--- src/rtl/tmr_flag_pkg.sv ---
package tmr_flag_pkg;
   localparam int OVF_BIT  = 0;
   localparam int CMP_BIT0 = 1;
   localparam int CAP_BIT  = 5;
   localparam int MAX_CMP  = 3;

   // Mask of implemented flag positions for a given channel count
   function automatic logic [31:0] impl_mask(input int n_cmp);
      logic [31:0] m;
      m = '0;
      m[OVF_BIT] = 1'b1;
      m[CAP_BIT] = 1'b1;
      for (int i = 0; i < n_cmp; i++) m[CMP_BIT0 + i] = 1'b1;
      return m;
   endfunction
endpackage

--- src/rtl/tmr_cmp_detect.sv ---
module tmr_cmp_detect #(
   parameter int CNT_W = 16
) (
   input  logic             clk,
   input  logic             rst_n,
   input  logic             tick,
   input  logic [CNT_W-1:0] cnt,
   input  logic [CNT_W-1:0] cmp,
   output logic             hit
);
   logic eq_now;
   logic eq_q;

   assign eq_now = (cnt == cmp);

   // Equality state follows ticks; hit pulses for one cycle on a fresh entry
   always_ff @(posedge clk or negedge rst_n) begin
      if (!rst_n) begin
         eq_q <= 1'b0;
         hit  <= 1'b0;
      end else if (tick) begin
         eq_q <= eq_now;
         hit  <= eq_now & ~eq_q;
      end else begin
         hit  <= 1'b0;
      end
   end
endmodule

--- src/rtl/tmr_cap_src.sv ---
module tmr_cap_src #(
   parameter int CNT_W = 16
) (
   input  logic             tick,
   input  logic [CNT_W-1:0] cnt,
   input  logic [CNT_W-1:0] cap_val,
   input  logic             cap_evt,
   input  logic             cap_is_top,
   output logic             set
);
   always_comb begin
      if (cap_is_top) set = tick & (cnt == cap_val);
      else            set = cap_evt;
   end
endmodule

--- src/rtl/tmr_flag_cell.sv ---
module tmr_flag_cell (
   input  logic clk,
   input  logic rst_n,
   input  logic set,
   input  logic clr,
   output logic q
);
   // Set has priority over clear so no event is dropped
   always_ff @(posedge clk or negedge rst_n) begin
      if (!rst_n)   q <= 1'b0;
      else if (set) q <= 1'b1;
      else if (clr) q <= 1'b0;
   end
endmodule

--- src/rtl/tmr_irq_flags.sv ---
module tmr_irq_flags
   import tmr_flag_pkg::*;
#(
   parameter int CNT_W = 16,
   parameter int N_CMP = 3,
   parameter int REG_W = 8
) (
   input  logic                   clk,
   input  logic                   rst_n,
   input  logic                   tick,
   input  logic [CNT_W-1:0]       cnt,
   input  logic [N_CMP*CNT_W-1:0] cmp_val,
   input  logic [CNT_W-1:0]       cap_val,
   input  logic                   cap_evt,
   input  logic                   cap_is_top,
   input  logic [N_CMP-1:0]       frc,
   input  logic                   ovf_evt,
   input  logic                   ovf_mode_ok,
   input  logic [REG_W-1:0]       ack,
   input  logic                   wr_en,
   input  logic [REG_W-1:0]       wr_data,
   input  logic [REG_W-1:0]       ien,
   output logic [REG_W-1:0]       flags,
   output logic [REG_W-1:0]       irq
);
   localparam logic [31:0]      MASK32 = impl_mask(N_CMP);
   localparam logic [REG_W-1:0] IMPL   = MASK32[REG_W-1:0];

   if (N_CMP < 1 || N_CMP > MAX_CMP) begin : g_bad_ncmp
      $error("tmr_irq_flags: N_CMP out of range");
   end
   if (REG_W < CAP_BIT + 1) begin : g_bad_regw
      $error("tmr_irq_flags: REG_W too narrow");
   end
   if (CNT_W < 2) begin : g_bad_cntw
      $error("tmr_irq_flags: CNT_W too narrow");
   end

   logic [REG_W-1:0] set_vec;
   logic [REG_W-1:0] clr_vec;
   logic [N_CMP-1:0] cmp_hit;
   logic             cap_set;

   // Forced-compare strobes are accepted but never feed the set path
   logic unused_frc;
   assign unused_frc = ^frc;

   for (genvar k = 0; k < N_CMP; k++) begin : g_cmp
      tmr_cmp_detect #(.CNT_W(CNT_W)) u_det (
         .clk  (clk),
         .rst_n(rst_n),
         .tick (tick),
         .cnt  (cnt),
         .cmp  (cmp_val[k*CNT_W +: CNT_W]),
         .hit  (cmp_hit[k])
      );
   end

   tmr_cap_src #(.CNT_W(CNT_W)) u_cap (
      .tick      (tick),
      .cnt       (cnt),
      .cap_val   (cap_val),
      .cap_evt   (cap_evt),
      .cap_is_top(cap_is_top),
      .set       (cap_set)
   );

   always_comb begin
      set_vec = '0;
      set_vec[OVF_BIT] = ovf_evt & ovf_mode_ok;
      set_vec[CAP_BIT] = cap_set;
      for (int k = 0; k < N_CMP; k++) set_vec[CMP_BIT0 + k] = cmp_hit[k];
   end

   assign clr_vec = ack | (wr_en ? wr_data : '0);

   for (genvar b = 0; b < REG_W; b++) begin : g_bit
      if (IMPL[b]) begin : g_flag
         tmr_flag_cell u_cell (
            .clk  (clk),
            .rst_n(rst_n),
            .set  (set_vec[b]),
            .clr  (clr_vec[b]),
            .q    (flags[b])
         );
      end else begin : g_rsvd
         assign flags[b] = 1'b0;
      end
   end

   assign irq = flags & ien;
endmodule

--- config.mk ---
export PLATFORM = sky130hd
export DESIGN_NAME = tmr_irq_flags
export DESIGN_NICKNAME = d
export VERILOG_FILES = /design/src/rtl/tmr_flag_pkg.sv /design/src/rtl/tmr_cmp_detect.sv /design/src/rtl/tmr_cap_src.sv /design/src/rtl/tmr_flag_cell.sv /design/src/rtl/tmr_irq_flags.sv
export SDC_FILE = /design/constraint.sdc
export NUM_CORES = 1
export LEC_CHECK = 0
export BUFFER_PORTS_ARGS = -buffer_cell sky130_fd_sc_hd__buf_4
export CAP_MARGIN = 40
export CORE_ASPECT_RATIO = 0.9
export CORE_MARGIN = 1
export CORE_UTILIZATION = 35
export CTS_CLUSTER_SIZE = 20
export DETAILED_ROUTE_END_ITERATION = 12
export PLACE_DENSITY = 0.81
export SETUP_SLACK_MARGIN = 0.05
export SYNTH_ARGS = -nofsm -noshare
export SYNTH_HDL_FRONTEND = slang
export SYNTH_SLANG_ARGS = --single-unit
--- constraint.sdc ---
create_clock -name clk -period 0.9 [get_ports clk]
set_input_delay 0.045 -clock clk [delete_from_list [all_inputs] [get_ports clk]]
set_output_delay 0.045 -clock clk [all_outputs]
set_load 0.005 [all_outputs]
==> results.md, run 1 <==
- Number of global-route vias before repair: ~1400
- Worst Path Required: around 0.85 ns
- Average wire per standard cell: around 13 µm
- FF-to-FF End: g_bit[5].g_flag.u_cell.q$_DFFE_PN0P_
- Post-DRT Antenna Nets: 0
- Port Buffer Count: between 100 and 150
- Final Max Tran Viols: 0
- Outcome: finished with violations
- CTS tree: yes
- Critical register-to-register path startpoint: g_bit[5].g_flag.u_cell.q$_DFFE_PN0P_
- Gate Count Post-Synth: ~140
- Fraction of synthesized cell area in xor and xnor cells: between 40% and 50%
- Num CTS Buffers: 3
- Area fraction in and, or, nand and nor cells after synthesis: 17.4%
- Core Region: around 3400 µm²
- Share of layout cells above drive strength 1: a little under three fifths
- Vias after detailed routing: roughly 1400
- Share of synthesized registers carrying an async set or reset: 100%
- Cell area reported after detailed placement: 2150 µm²
- Most common cell in the synthesized netlist: xor2_1
- Leading cell types by count after synthesis: xor2_1 (60), nor4_1 (12), buf_4 (11), dfrtp_1 (11), inv_1 (9)
- Final setup skew: between 0.002 and 0.003 ns
- Arrival time of data at the critical path endpoint: slightly below 0.9 ns
- Register bit count reported by yosys: 11
- Maximum buffer depth of the clock tree: 2
- Pleak: roughly 1.2 nW
- Total standard cell area after synthesis: around 1200 µm²
- Detailed-route vias per instance: approximately 4.6
- Number of top-level design ports: 131
- Instance count after placement with tap cells included: approximately 300
- Shortest period the worst path allows: roughly 0.94 ns
- Total Nets Final: approximately 380
- Maximum number of pins on one net before global-route repair: 12
- Part of the cycle the worst path needs: 104%
- Insertion delay to the later sink of the worst-skew pair: 0.23 ns
- Library cell with the largest summed area after synthesis: xor2_1
- Post-synthesis share of cell area spent on full adders, half adders and majority gates: 0%
- Final Worst Setup Slack: -0.0387 ns
- R2R Setup Slk: 0.03 ns
- Area of the die: between 3000 and 4000 µm²
- Largest cells by area after synthesis: xor2_1 (42%), dfrtp_1 (22%), buf_4 (6.7%)
- Last weighted congestion value of the routability-driven placer: between 0.7 and 0.8
- Power per Cell Area: 774 nW/µm²
- Maximum net fanout on the critical path: 3
- Peak supply drop: 0.000388 V
- Sum of net half-perimeters after detailed placement: about 3400 µm
- Worst setup path start: g_bit[1].g_flag.u_cell.q$_DFFE_PN0P_
- Destination of the critical timing path: irq[1]
- Number of placement rows: 20
- Cell depth of the worst flop-to-flop path: 3
- Element type at the critical path start: register
- First-pass GRT wire length: around 6000 µm
- Fraction of the yosys area taken by sequential cells: ~22%
- EDFF count, synth: 0
- Mean cell area of the mapped netlist: about 8.7 µm²
- Synth cell types: 18
- Synth Warn #: 0
- Drc violations: 0
- Main flop type after synthesis: dfrtp_1
- Mux cell area share after synthesis: 0%
- Min-Delay Path Class: input pin to register
- Area added between synthesis and finish: 95.7%
- Worst Hold Slack: 0.0348 ns
- Total detailed-routing wirelength: between 4000 and 5000 µm
- Setup Total Neg Slack: -0.129 ns
- Post-synth top area share: a little over two fifths
- Cell at the root of the clock tree: clkbuf_8
- Chip Height: approximately 60 µm
- Post-Layout Cell Count: between 300 and 400
- Count of maximum capacitance violations: 0
- Ant diodes: 0
- Router iterations before antenna repair: 4
- # setup viols final: 5
- Compound-Gate Fraction of Synth Area: 5.54%
- Timing-limited maximum frequency: around 1100 MHz
- Chip width: 64.8 µm
- Initial antenna violation count: 0
- 1st-iter DRT viols: 41
- H-tree level count: 1
- Hold Violations, Final: 0
- Total GRT Usage: between 20% and 30%
- Filler Cells Inserted: between 200 and 300
- CP endpoint kind: output pin
- Final std cell area, no fill: ~2400 µm²
- Largest family of logic cells by synthesized area: XOR/XNOR gates
- Global-route congestion overflow total: 0
- Fraction of the core area covered by cells at the end of the flow: 71.9%
- Number of clock sinks seen by CTS: 11
- Failing checks: setup timing
- Startpoint-to-endpoint class of the critical path: register to output pin
- Register clock-pin slew on the reported worst setup and hold paths: 0.05 ns
- Starting Density: 36.7%
- Setup repair after global routing missed its margin: yes
registers in the layout (all words and copies together), names as in the netlist:
| register | cells |
|---|---|
| g_bit.g_flag.u_cell.q | 5 |
| g_cmp.u_det.eq_q | 3 |
| g_cmp.u_det.hit | 3 |
cell usage in the layout (no fill, tap or decap):
cell           Yosys  final
a31o_2             3      2
a31o_4             0      1
a32o_1             1      1
a32oi_1            1      1
and2_1             5      4
and2_4             0      1
buf_4             11    105
buf_6              0     20
buf_8              0      1
clkbuf_1           0      1
clkbuf_8           0      3
conb_1             1      6
dfrtp_1           11     11
dlygate4sd3_1      0      1
inv_1              9      9
nand2_1            8      8
nand3_1            1      1
nand4_1            4      4
nor3_1             4      3
nor3_2             3      4
nor4_1            12      5
nor4_2             0      7
o21ai_1            0      1
o22ai_1            3      3
xnor2_1            4      4
xor2_1            60     53
xor2_2             0      7
metrics by stage:
step                      setup slack (ns)  power, mW
after detailed placement            -0.294       1.29
after floorplan                     0.0807      0.790
after global routing               -0.0772       2.00
after global placement              -0.247       1.28
final                              -0.0387       1.88
after CTS                          -0.0444       1.82
kinds of logic after synthesis:
kind of cell              Yosys count
and+or+nand+nor                    37
DFF                                11
xor gates and xnor gates           64
AOI/OAI and AO/OA                   9
other                               1
buffers and inverters              20
layer usage:
metal,part of all wire (%),wire length [µm],track usage [%],vias to the layer above
met1,35,1460,21.9,661
met5,0,0,0,-
met3,10,415,5.81,6
met2,54,2240,40.6,74
met4,1.0,42,5.71,0
li1,-,-,-,703
repair_timing:
action / in CTS / in global routing
endpoints found under the setup margin: 11 / 15
pin swaps: 17 / 21
endpoints found under the hold margin: 11 / 0
hold buffers: 1 / 0
buffers inserted: 3 / 1
resized for setup: 8 / 32
cell type report:
type                       count  area, µm²  share of cell area, %
timing repair buffer         127       1040                   42.8
multi-input combinational    116        981                   40.4
sequential                    11        275                   11.3
tap                           44       55.1                   2.27
clock buffer                   4       45.0                   1.85
inverter                       9       33.8                   1.39
worst min path at each step:
stage                start                              endpoint  cells after the start  slack (ns)
3_3_place_gp         rst_n  g_bit[2].g_flag.u_cell.q$_DFFE_PN0P_                      1       -0.12
4_1_cts            cap_evt  g_bit[5].g_flag.u_cell.q$_DFFE_PN0P_                      3        0.03
6_report           ovf_evt  g_bit[0].g_flag.u_cell.q$_DFFE_PN0P_                      2        0.03
5_1_grt        ovf_mode_ok  g_bit[0].g_flag.u_cell.q$_DFFE_PN0P_                      2        0.02
2_1_floorplan        rst_n  g_bit[0].g_flag.u_cell.q$_DFFE_PN0P_                      0       -0.25
3_5_place_dp         rst_n  g_bit[5].g_flag.u_cell.q$_DFFE_PN0P_                      1       -0.11
critical path, cell delays in order (launching register included):
cell and delay [ns]:
dfrtp_1 0.39, and2_1 0.14, buf_4 0.13
report_power, final:
group	total, mW	switching (mW)	internal, mW
sequential	0.508	0.00500	0.503
combinational	0.890	0.351	0.539
clock	0.482	0.172	0.310
total	1.88	0.528	1.35
Note: power is estimated with default switching activity, not from simulation.
==> run 2, diff against run 1 <==
--- a/config.mk
+++ b/config.mk
@@ -16,4 +16,5 @@
 export SETUP_SLACK_MARGIN = 0.05
 export SYNTH_ARGS = -nofsm -noshare
 export SYNTH_HDL_FRONTEND = slang
+export SYNTH_HIERARCHICAL = 1
 export SYNTH_SLANG_ARGS = --single-unit
==> results.md, run 2 <==
- Power per Cell Area: 776 nW/µm² (+0.16%)
- Biggest register: g_bit.g_flag.u_cell/q
- Post-synth top area share: 42.8% (+0.43 points)
- Hold Violations, Final: 0 (unchanged)
- Total GRT Usage: 21.5% (+0.57 points)
- Biggest registers after layout: g_bit.g_flag.u_cell/q x5, g_cmp.u_det/eq_q x3, g_cmp.u_det/hit x3
- Number of clock sinks seen by CTS: 11 (unchanged)
- Outcome: finished with violations
- Mean cell area of the mapped netlist: 8.90 µm² (+1.9%)
- Maximum number of pins on one net before global-route repair: 12 (unchanged)
- Register bit count reported by yosys: 11 (unchanged)
- Failing checks: setup timing
- Placement-stage worst setup slack: -0.384 ns (-0.0905 ns)
- Synth cell types: 16 (-2)
- Number of placement rows: 20 (unchanged)
- Sum of net half-perimeters after detailed placement: 3350 µm (-1.2%)
- Startpoint of the lowest-slack hold path: tick
- Area added between synthesis and finish: 98.8%
- Core Region: 3350 µm² (-0.74%)
- Most common cell in the synthesized netlist: xor2_1
- Total standard cell area after synthesis: 1230 µm² (-1.0%)
- Number of top-level design ports: 131 (unchanged)
- Part of the cycle the worst path needs: 107% (+3.2 points)
- EDFF count, synth: 0 (unchanged)
- Cell depth of the worst flop-to-flop path: 2 (-1)
- Cell area reported after detailed placement: 2200 µm² (+2.6%)
- Register clock-pin slew on the reported worst setup and hold paths: 0.05 ns (about the same)
- CTS tree: yes
- First-pass GRT wire length: 6110 µm (+1.5%)
- Drc violations: 0 (unchanged)
- Total power: 1.89 mW (+0.73%)
- Last weighted congestion value of the routability-driven placer: 0.793 (+7.5%)
- Port Buffer Count: 112 (unchanged)
- Largest register FFs: 5 (unchanged)
- Maximum buffer depth of the clock tree: 2 (unchanged)
- Fraction of the yosys area taken by sequential cells: 22.4% (+0.23 points)
- Final std cell area, no fill: 2440 µm² (+0.57%)
- Peak supply drop: 0.000440 V (+13%)
- Number of global-route vias before repair: 1453 (+4.6%)
- Setup repair after global routing missed its margin: yes
- Library cell with the largest summed area after synthesis: xor2_1
- Total detailed-routing wirelength: 4250 µm (+2.3%)
- Highest-count cells in the layout ignoring fill and taps: buf_4 (120), xor2_1 (55), dfrtp_1 (11)
- Count of maximum capacitance violations: 0 (unchanged)
- # setup viols final: 7 (+2)
- Arrival time of data at the critical path endpoint: 1.12 ns (+0.23 ns)
- Destination of the critical timing path: g_cmp[0].u_det/eq_q$_DFFE_PN0P_
- Leading cell types by count after synthesis: xor2_1 (60), nor4_1 (12), dfrtp_1 (11)
- Detailed-route vias per instance: 4.55 (-2.0%)
- Largest cells by area after synthesis: xor2_1 (43%), dfrtp_1 (22%), a21o_1 (6.1%)
- Chip Height: 58.2 µm (-0.49%)
- FF-to-FF End: g_bit[5].g_flag.u_cell/q$_DFFE_PN0P_
- Global-route congestion overflow total: 0 (unchanged)
- Min-Delay Path Class: input pin to register
- Synth Warn #: 6 (+6)
- Maximum net fanout on the critical path: 4 (+1)
- Vias after detailed routing: 1447 (+0.21%)
- Final Max Tran Viols: 0 (unchanged)
- Final Worst Setup Slack: -0.0671 ns (-0.0284 ns)
- Average wire per standard cell: 13.4 µm (about the same)
- Cell at the root of the clock tree: clkbuf_8
- Share of synthesized registers carrying an async set or reset: 100% (unchanged)
- Main flop type after synthesis: dfrtp_1
- Area of the die: 3750 µm² (-0.97%)
- Worst Hold Slack: 0.0461 ns (+0.0113 ns)
- H-tree level count: 1 (unchanged)
- Initial antenna violation count: 0 (unchanged)
- Startpoint-to-endpoint class of the critical path: input pin to register
- Fraction of the core area covered by cells at the end of the flow: 72.8% (+0.95 points)
- Critical register-to-register path startpoint: g_bit[5].g_flag.u_cell/q$_DFFE_PN0P_
- Starting Density: 36.6% (-0.099 points)
- Insertion delay to the later sink of the worst-skew pair: 0.24 ns (about the same)
- Final setup skew: 0.00108 ns (-0.00158 ns)
- Gate Count Post-Synth: 138 (-2.8%)
- Num CTS Buffers: 3 (unchanged)
- Worst Path Required: 1.05 ns (+0.20 ns)
- Timing-limited maximum frequency: 1030 MHz (-2.9%)
- Router iterations before antenna repair: 6 (+2)
- Worst setup path start: cnt[9]
- 1st-iter DRT viols: 22 (-46%)
- Chip width: 64.5 µm (-0.49%)
- Most frequent standard cell in the layout excluding fill and tap cells: buf_4
- CP endpoint kind: register
- Element type at the critical path start: input pin
- Ant diodes: 0 (unchanged)
- R2R Setup Slk: 0.09 ns (+0.06 ns)
- Post-DRT Antenna Nets: 0 (unchanged)
- Total Nets Final: 390 (+1.8%)
- Pleak: 1.30 nW (+6.4%)
- Share of layout cells above drive strength 1: 55.8% (-0.71 points)
- Shortest period the worst path allows: 0.967 ns (+0.0284 ns)
==> run 2: how the worst min path moves through the flow <==
stage	cells past startpoint	endpoint	slack (ns)
final	2	g_cmp[2].u_det/eq_q$_DFFE_PN0P_	0.05
after global routing	2	g_cmp[2].u_det/eq_q$_DFFE_PN0P_	0.05
after CTS	2	g_cmp[2].u_det/eq_q$_DFFE_PN0P_	0.04
after detailed placement	1	g_bit[2].g_flag.u_cell/q$_DFFE_PN0P_	-0.12
after global placement	1	g_bit[2].g_flag.u_cell/q$_DFFE_PN0P_	-0.12
after floorplan	0	g_bit[0].g_flag.u_cell/q$_DFFE_PN0P_	-0.25
==> run 2: cell families (layout without fill, tap and decap cells) <==
kind of cell | after synthesis | in the layout | synth area share, %
XOR/XNOR | 64 | 64 | 45.6
AND/OR/NAND/NOR | 33 | 33 | 16.6
buffers and inverters | 15 | 146 | 6.42
AO/OA/AOI/OAI | 14 | 14 | 8.66
flip-flops | 11 | 11 | 22.4
other | 1 | 6 | 0.305
==> run 2: final cells by class <==
type | instances | area [µm²]
Inverter | 9 | 33.8
Fill cell | 263 | 911
Sequential cell | 11 | 275
Multi-Input combinational cell | 117 | 980
Tap cell | 44 | 55.1
Timing Repair Buffer | 133 | 1050
Clock buffer | 4 | 45.0
==> run 2: what timing repair did <==
| action | in CTS | in global routing |
|---|---|---|
| resized for setup | 10 | 18 |
| setup endpoints to repair | 11 | 15 |
| buffers inserted | 6 | 0 |
| pin swaps | 19 | 9 |
| hold buffers | 1 | 0 |
| endpoints found under the hold margin | 11 | 0 |
==> run 2: critical path: stages <==
cell     delay [ns]
buf_8          0.11
xor2_1         0.15
nor4_1         0.34
buf_4          0.17
nand4_1        0.14
o22ai_1        0.17
==> run 2: where the power goes <==
part | switching, mW | internal [mW] | leakage [nW]
clock network | 0.176 | 0.310 | 0.0228
registers | 0.00665 | 0.504 | 0.151
logic | 0.355 | 0.544 | 1.12
==> run 2: stage by stage <==
stage,std cells,TNS [ns]
after global placement,307,-1.86
final,318,-0.231
after global routing,318,-0.607
after detailed placement,307,-1.98
after floorplan,143,0
after CTS,318,-0.218
==> run 2: routing by layer <==
layer / wire [µm] / global-route usage [%] / vias to the layer above / part of all wire, %
met5: 0 / 0 / - / 0
met4: 74 / 7.94 / 0 / 1.7
met3: 384 / 6.30 / 6 / 9.0
met2: 2270 / 40.9 / 82 / 53
met1: 1520 / 22.2 / 643 / 36
li1: - / - / 716 / -
